`src/rtl/fx_pkg.sv`:
```
package fx_pkg;

    typedef enum logic [2:0] {
        K_NONE,
        K_ANDC,
        K_ANDSHR,
        K_ANDROR,
        K_SPLOAD
    } op_kind_t;

    localparam logic [7:0] OPC_ANDC_A = 8'h0B;
    localparam logic [7:0] OPC_ANDC_B = 8'h2B;
    localparam logic [7:0] OPC_SHR    = 8'h4B;
    localparam logic [7:0] OPC_ROR    = 8'h6B;
    localparam logic [7:0] OPC_SPLD   = 8'hBB;

    // status byte bit positions, decoded by neighbouring logic
    localparam int FLAG_N = 7;
    localparam int FLAG_V = 6;
    localparam int FLAG_Z = 1;
    localparam int FLAG_C = 0;

endpackage

```
`src/rtl/fx_decode.sv`:
```
module fx_decode
    import fx_pkg::*;
#(
    parameter bit ALIAS_EN = 1'b1
) (
    input  logic [7:0] opcode_i,
    output op_kind_t   kind_o
);

    logic alias_hit;

    generate
        if (ALIAS_EN) begin : g_alias
            assign alias_hit = (opcode_i == OPC_ANDC_B);
        end else begin : g_no_alias
            assign alias_hit = 1'b0;
        end
    endgenerate

    always_comb begin
        kind_o = K_NONE;
        if (opcode_i == OPC_ANDC_A || alias_hit) begin
            kind_o = K_ANDC;
        end else if (opcode_i == OPC_SHR) begin
            kind_o = K_ANDSHR;
        end else if (opcode_i == OPC_ROR) begin
            kind_o = K_ANDROR;
        end else if (opcode_i == OPC_SPLD) begin
            kind_o = K_SPLOAD;
        end
    end

endmodule

```
`src/rtl/fx_datapath.sv`:
```
module fx_datapath
    import fx_pkg::*;
#(
    parameter int DW = 8
) (
    input  op_kind_t        kind_i,
    input  logic [DW-1:0]   acc_i,
    input  logic [DW-1:0]   sp_i,
    input  logic [DW-1:0]   operand_i,
    input  logic            carry_i,
    output logic [DW-1:0]   res_o,
    output logic            c_new_o,
    output logic            v_new_o,
    output logic            c_upd_o,
    output logic            v_upd_o
);

    localparam int TOP = DW - 1;

    logic [DW-1:0] and_acc;
    logic [DW-1:0] and_sp;

    assign and_acc = acc_i & operand_i;
    assign and_sp  = sp_i & operand_i;

    always_comb begin
        res_o   = acc_i;
        c_new_o = carry_i;
        v_new_o = 1'b0;
        c_upd_o = 1'b0;
        v_upd_o = 1'b0;
        unique case (kind_i)
            K_ANDC: begin
                res_o   = and_acc;
                c_new_o = and_acc[TOP];
                c_upd_o = 1'b1;
            end
            K_ANDSHR: begin
                res_o   = {1'b0, and_acc[TOP:1]};
                c_new_o = and_acc[0];
                c_upd_o = 1'b1;
            end
            K_ANDROR: begin
                res_o   = {carry_i, and_acc[TOP:1]};
                c_new_o = res_o[TOP-1];
                v_new_o = res_o[TOP-1] ^ res_o[TOP-2];
                c_upd_o = 1'b1;
                v_upd_o = 1'b1;
            end
            K_SPLOAD: begin
                res_o = and_sp;
            end
            default: begin
                res_o = acc_i;
            end
        endcase
    end

endmodule

```
`src/rtl/fx_flags.sv`:
```
module fx_flags
    import fx_pkg::*;
#(
    parameter int DW = 8
) (
    input  logic [7:0]    flags_i,
    input  logic [DW-1:0] res_i,
    input  logic          c_new_i,
    input  logic          v_new_i,
    input  logic          c_upd_i,
    input  logic          v_upd_i,
    output logic [7:0]    flags_o
);

    always_comb begin
        flags_o         = flags_i;
        flags_o[FLAG_N] = res_i[DW-1];
        flags_o[FLAG_Z] = (res_i == '0);
        if (c_upd_i) begin
            flags_o[FLAG_C] = c_new_i;
        end
        if (v_upd_i) begin
            flags_o[FLAG_V] = v_new_i;
        end
    end

endmodule

```
`src/rtl/fused_logic_exec.sv`:
```
module fused_logic_exec
    import fx_pkg::*;
#(
    parameter int              DW       = 8,
    parameter logic [DW-1:0]   SP_RESET = '1,
    parameter bit              ALIAS_EN = 1'b1
) (
    input  logic          clk,
    input  logic          rst_n,
    input  logic          exec_i,
    input  logic [7:0]    opcode_i,
    input  logic [DW-1:0] acc_i,
    input  logic [DW-1:0] x_i,
    input  logic [DW-1:0] sp_i,
    input  logic [7:0]    flags_i,
    input  logic [DW-1:0] operand_i,
    output logic [DW-1:0] acc_o,
    output logic [DW-1:0] x_o,
    output logic [DW-1:0] sp_o,
    output logic [7:0]    flags_o,
    output logic          bad_op_o
);

    typedef struct packed {
        logic [DW-1:0] acc;
        logic [DW-1:0] x;
        logic [DW-1:0] sp;
        logic [7:0]    flags;
        logic          bad;
    } exec_state_t;

    exec_state_t st_d;
    exec_state_t st_q;

    op_kind_t      kind;
    logic [DW-1:0] res;
    logic          c_new;
    logic          v_new;
    logic          c_upd;
    logic          v_upd;
    logic [7:0]    flags_calc;

    fx_decode #(
        .ALIAS_EN (ALIAS_EN)
    ) i_decode (
        .opcode_i (opcode_i),
        .kind_o   (kind)
    );

    fx_datapath #(
        .DW (DW)
    ) i_datapath (
        .kind_i    (kind),
        .acc_i     (acc_i),
        .sp_i      (sp_i),
        .operand_i (operand_i),
        .carry_i   (flags_i[FLAG_C]),
        .res_o     (res),
        .c_new_o   (c_new),
        .v_new_o   (v_new),
        .c_upd_o   (c_upd),
        .v_upd_o   (v_upd)
    );

    fx_flags #(
        .DW (DW)
    ) i_flags (
        .flags_i (flags_i),
        .res_i   (res),
        .c_new_i (c_new),
        .v_new_i (v_new),
        .c_upd_i (c_upd),
        .v_upd_i (v_upd),
        .flags_o (flags_calc)
    );

    always_comb begin
        st_d     = st_q;
        st_d.bad = 1'b0;
        if (exec_i) begin
            if (kind == K_NONE) begin
                st_d.acc   = acc_i;
                st_d.x     = x_i;
                st_d.sp    = sp_i;
                st_d.flags = flags_i;
                st_d.bad   = 1'b1;
            end else if (kind == K_SPLOAD) begin
                st_d.acc   = res;
                st_d.x     = res;
                st_d.sp    = res;
                st_d.flags = flags_calc;
            end else begin
                st_d.acc   = res;
                st_d.x     = x_i;
                st_d.sp    = sp_i;
                st_d.flags = flags_calc;
            end
        end
    end

    always_ff @(posedge clk or negedge rst_n) begin
        if (!rst_n) begin
            st_q.acc   <= '0;
            st_q.x     <= '0;
            st_q.sp    <= SP_RESET;
            st_q.flags <= 8'h00;
            st_q.bad   <= 1'b0;
        end else begin
            st_q <= st_d;
        end
    end

    assign acc_o    = st_q.acc;
    assign x_o      = st_q.x;
    assign sp_o     = st_q.sp;
    assign flags_o  = st_q.flags;
    assign bad_op_o = st_q.bad;

endmodule

```
`config.mk`:
```
export PLATFORM = sky130hd
export DESIGN_NAME = fused_logic_exec
export DESIGN_NICKNAME = d
export VERILOG_FILES = /design/src/rtl/fx_pkg.sv /design/src/rtl/fx_decode.sv /design/src/rtl/fx_datapath.sv /design/src/rtl/fx_flags.sv /design/src/rtl/fused_logic_exec.sv
export SDC_FILE = /design/constraint.sdc
export NUM_CORES = 1
export LEC_CHECK = 0
export BUFFER_PORTS_ARGS = -buffer_cell sky130_fd_sc_hd__buf_2
export CORE_MARGIN = 3
export CORE_UTILIZATION = 46
export DETAILED_ROUTE_END_ITERATION = 12
export PLACE_DENSITY = 0.85
export SLEW_MARGIN = 30
export SYNTH_ARGS = -nofsm -noshare
export SYNTH_HDL_FRONTEND = slang
export SYNTH_SLANG_ARGS = --single-unit
```
`constraint.sdc`:
```
create_clock -name clk -period 0.8 [get_ports clk]
set_input_delay 0.08 -clock clk [delete_from_list [all_inputs] [get_ports clk]]
set_output_delay 0.08 -clock clk [all_outputs]
set_load 0.005 [all_outputs]
```
; Yosys cells after proc, flatten, opt, wreduce, memory -nomap -nowiden
; Index checks and enable logic that the tools add are counted.
[totals]
regBits = 33
wordCells = 37
[classes]
n_eq_ne = 9
n_mux = 15
bitwise = 3
n_reduce_logical = 5
[ops]
columns = operator, count
row1 = two-way mux 32 bit, 1
row2 = one-hot mux 8 bit (4 select lines), 1
row3 = two-way mux 24 bit, 1
row4 = bitwise AND 8 bit, 2
row5 = "equality test 8 x 7 -> 1 bit, second input constant", 2
row6 = two-way mux 3 bit, 4
row7 = "equality test 8 x 4 -> 1 bit, second input constant", 1
row8 = "equality test 8 x 6 -> 1 bit, second input constant", 1
row9 = "equality test 8 bit, second input constant", 1
row10 = zero test 8 bit, 1
row11 = two-way mux 1 bit, 7
row12 = "equality test 3 x 2 -> 1 bit, second input constant", 2
row13 = "equality test 3 x 1 -> 1 bit, second input constant", 1
row14 = "equality test 3 bit, second input constant", 1
row15 = zero test 3 bit, 1
row16 = OR reduction 3 bit, 1
row17 = one-hot mux 1 bit (2 select lines), 1
row18 = OR reduction 2 bit, 1
row19 = logical OR 1 bit, 1
row20 = XOR 1 bit, 1

; Logic depth before layout (Yosys ltp)
[depth]
word_depth = 11
mapped_depth = 7

; Cells and area by module
; Synthesis repeated with hierarchy kept, for this count alone.
[hier_totals]
cells_unflattened = 239
hier_area_um2 = 2018.2
[modules_own_cells]
columns = module, n_inst, cells_each, area_per_inst_um2, seq_area_each_um2
row1 = fused_logic_exec, 1, 170, 1495.2, 835.8
row2 = fx_datapath, 1, 53, 382.9, 0.0
row3 = fx_flags, 1, 10, 78.8, 0.0
row4 = fx_decode, 1, 6, 61.3, 0.0

; Least setup slack after synthesis
; No wires, ideal clock.
[synth_timing]
kind = in2reg
from = input port opcode_i[2]
to = register st_q (netlist bit acc_o[3])
setup_time_ps = 125
arrival_time_ps = 1195
required_ps = 675
path_slack_ps = -519
stages = 5
path_buffers = 1
path_cell_list = and4b_1 -> buf_4 -> o21ai_4 -> a221o_2 -> mux2_2
[synth_between]
elab_chain_len = 8
[synth_lines]
columns = element, line_no
row1 = from (decl), fused_logic_exec.sv:11  ; input logic [7:0] opcode_i,
row2 = equality test 8 bit, fx_decode.sv:28  ; end else if (opcode_i == OPC_SPLD) begin
row3 = two-way mux 3 bit, fx_decode.sv:28
row4 = two-way mux 3 bit, fx_decode.sv:26  ; end else if (opcode_i == OPC_ROR) begin
row5 = two-way mux 3 bit, fx_decode.sv:24  ; end else if (opcode_i == OPC_SHR) begin
row6 = two-way mux 3 bit *, fx_decode.sv:22  ; if (opcode_i == OPC_ANDC_A || alias_hit) begin
row7 = "equality test 3 bit, or another cell as far along", fx_datapath.sv:32  ; unique case (kind_i)
row8 = one-hot mux 8 bit (4 select lines), fx_datapath.sv:32
row9 = two-way mux 32 bit *, fused_logic_exec.sv:81  ; if (kind == K_NONE) begin
row10 = to (signal assigned), fused_logic_exec.sv:109  ; st_q <= st_d;
row11 = to (decl), fused_logic_exec.sv:33  ; exec_state_t st_q;
; Mark *: on every way between the ends. The rest lies on a longest branch, timed or not.
; A chain may end at the register's enable or synchronous reset.

; Final worst setup path
[layout_timing]
from = input port opcode_i[6]
to = register st_q (netlist bit flags_o[1])
[layout_between]
elab_chain_len = 10
[layout_lines]
columns = element, line_no
row1 = equality test 8 bit, fx_decode.sv:28
row2 = two-way mux 3 bit, fx_decode.sv:28
row3 = two-way mux 3 bit, fx_decode.sv:26
row4 = two-way mux 3 bit, fx_decode.sv:24
row5 = two-way mux 3 bit *, fx_decode.sv:22
row6 = "equality test 3 bit, or another cell as far along", fx_datapath.sv:32
row7 = one-hot mux 8 bit (4 select lines), fx_datapath.sv:32
row8 = zero test 8 bit, fx_flags.sv:18  ; flags_o[FLAG_Z] = (res_i == '0);
row9 = two-way mux 24 bit, fused_logic_exec.sv:87  ; end else if (kind == K_SPLOAD) begin
row10 = two-way mux 32 bit *, fused_logic_exec.sv:81
; Marked as above.

==> metrics <==
Post-Syn Nets 248; post-synthesis register bit count 33; vias per cell 5.75; FFs w/ async S/R, synth 1.00; register area share after synthesis 0.465; Fmax 0.872 GHz; Power Dens Cells 1410 nW/µm²; Num CTS Buffers 5; Syn Inst Count 197; post-synthesis instance area 1800 µm²; Sink Count 33; Static Leak 1.46 nW; family with the most delay on the worst path compound AO/OA/AOI/OAI gates; Setup WS post-layout -0.347 ns; worst-path fanout max 7; IO Port Bufs 83; CTS max path bufs 2; WP buf/inv 1; Yosys warning count 0; post-layout min period 1.15 ns; DRT antenna net count 0; Fin. Hold Viols 0; met1 Resource Use GR 0.362; Die W 68.5 µm; vias in the first global route 2172; DRT Pass-1 Iters 4; Detailed Place HPWL 4270 µm; Area growth syn-to-layout 71.1%; # placed instances 360; chip height 68.5 µm; die area 4690 µm²; htree depth 2; busiest grt layer met2; GP Congestion 0.944; CTS tree built; outcome finished with violations; Hold Crit Class in -> reg; worst skew pair latency 0.29 ns; Max-slew headroom 0.761; prevailing post-synth register cell dfrtp_1; CP Capture Type register; period utilization 1.43; WP data required 1.01 ns; starting density of the core 0.484; via count 2220; top-count cell post-synth a21oi_1; Synth area leader dfrtp_1; Final Power 4.33 mW; Worst EP arrival 1.35 ns; GRT met2 Usage 0.521; area of the multi-input gates 1050 µm²; # diodes 0; crit path kind in -> reg; Synth Area per Inst 9.13 µm²; Starting DRT DRC Count 156; drt drc 0; Slowest Stage Delay on Critical Path 0.36 ns; IR drop worst, VDD 0.00116 V; Synth top area share 0.348; commonest cells in the netlist a21oi_1, dfrtp_1, nor2_1; core footprint 3720 µm²; slowest CP cell and4b_4; Synth cell types 37; nets 388; Clock transition at path regs 0.07 ns; grt total ovfl 0; number of I/O pins 84; clock root buffer clkbuf_8; RSZ-0062 raised after global routing true; largest net degree at the start of global routing 30; max cap viols 0; Area contributors post-synth dfrtp_1, dfstp_2, a21oi_1; share of post-route cells with drive strength above 1 0.589; global-route wire length before repair 10500 µm; FILL cells 216; Non-Filler Instances 386; initial antenna violation count 0; failing checks setup timing; setup violators final 62; CP cell instances buf_8, and4b_4, o21ai_4, a221oi_4, nand4_1, o31ai_2; row count 22; DR WL/cell 18.4 µm; number of synthesized flops with an enable pin 0; drt total wl 7120 µm; Worst Max-Slew Pin Slew 0.357 ns; met3 usage 0.0810; GRT Resource Usage Total 0.310; clk_skew 0 ns; Worst setup SP type primary input; FF+latch area 836 µm²; Pins Over Slew Limit 0
==> registers in the layout (all words and copies together), names as in the netlist <==
register  flops
acc_o         8
bad_op_o      1
flags_o       8
sp_o          8
x_o           8
==> what timing repair did <==
item,CTS,global route
hold buffers,1,0
resized for setup,31,20
setup endpoints to repair,62,62
endpoints found under the hold margin,27,0
setup buffers,13,4
pin swaps,22,7
==> kinds of logic (layout without fill, tap and decap cells) <==
family	count (synthesis)	after routing	synth area share
xor+xnor	1	1	0.00487
buf+inv	22	163	0.0522
flops	33	33	0.465
compound gates	67	67	0.245
mux	8	8	0.0501
simple gates	66	66	0.183
==> stage by stage <==
stage                util  instance area (µm²)  TNS, ns  setup WS (ns)  hold WS (ns)
floorplan               -                 1860    -8.87         -0.481        -0.216
global placement    0.704                 2620   -15.82         -0.709       -0.0321
detailed placement  0.704                 2620   -16.93         -0.789       -0.0235
CTS                 0.794                 2950    -8.26         -0.305        0.0193
global route        0.828                 3080   -11.59         -0.378        0.0188
finish              0.828                 3080    -9.29         -0.347        0.0181
==> path summary, 6_finish.rpt <==
kind,startpoint,end,slack [ns],cells past startpoint
setup / recovery,opcode_i[6],flags_o[1],-0.35,6
hold / removal,flags_i[3],flags_o[3],0.02,2
setup reg to reg,acc_o[3],acc_o[3],-0.10,2
hold reg to reg,sp_o[3],sp_o[3],0.47,2
max in group asynchronous,rst_n,sp_o[4],0.10,3
min in group asynchronous,rst_n,flags_o[6],0.20,2
==> report_power, final <==
group          internal (mW)  leakage (nW)  total, mW  switching [mW]
registers               1.85         0.370       1.94          0.0889
clock network          0.602        0.0450       1.22           0.613
logic                  0.627          1.04       1.17           0.545
total                   3.08          1.46       4.33            1.25
==> cell usage in the layout, fill, tap and decap left out, types with 2 or more instances in the layout <==
master / n
a211oi_2: 2
a21oi_1: 22
a21oi_2: 5
a221oi_2: 2
a221oi_4: 2
buf_12: 3
buf_2: 72
buf_4: 50
buf_6: 15
buf_8: 2
clkbuf_8: 5
clkinv_2: 2
dfrtp_1: 25
dfstp_2: 8
inv_1: 11
mux2_2: 7
nand2_1: 16
nand3_1: 9
nand3b_1: 2
nand4_1: 2
nor2_1: 20
nor2_2: 2
nor3_4: 4
o211ai_1: 10
o21ai_0: 9
o21ai_1: 5
==> layer usage <==
metal / wire length, µm / part of all wire
met1: 2720 / 0.38
met2: 3510 / 0.49
met3: 588 / 0.083
met4: 308 / 0.043
met5: 0 / 0
==> cell type report <==
class | count | area share
clock inverter | 2 | 0.00325
multi-input combinational | 142 | 0.340
clock buffer | 6 | 0.0236
tap | 48 | 0.0195
sequential | 33 | 0.272
timing repair buffer | 144 | 0.328
inverter | 11 | 0.0134
==> worst reg2reg max path: stages, from the launching register on <==
cell,delay (ns)
dfrtp_1,0.39
buf_4,0.14
mux2_4,0.26
No activity file was read; power rests on OpenSTA's default activity.
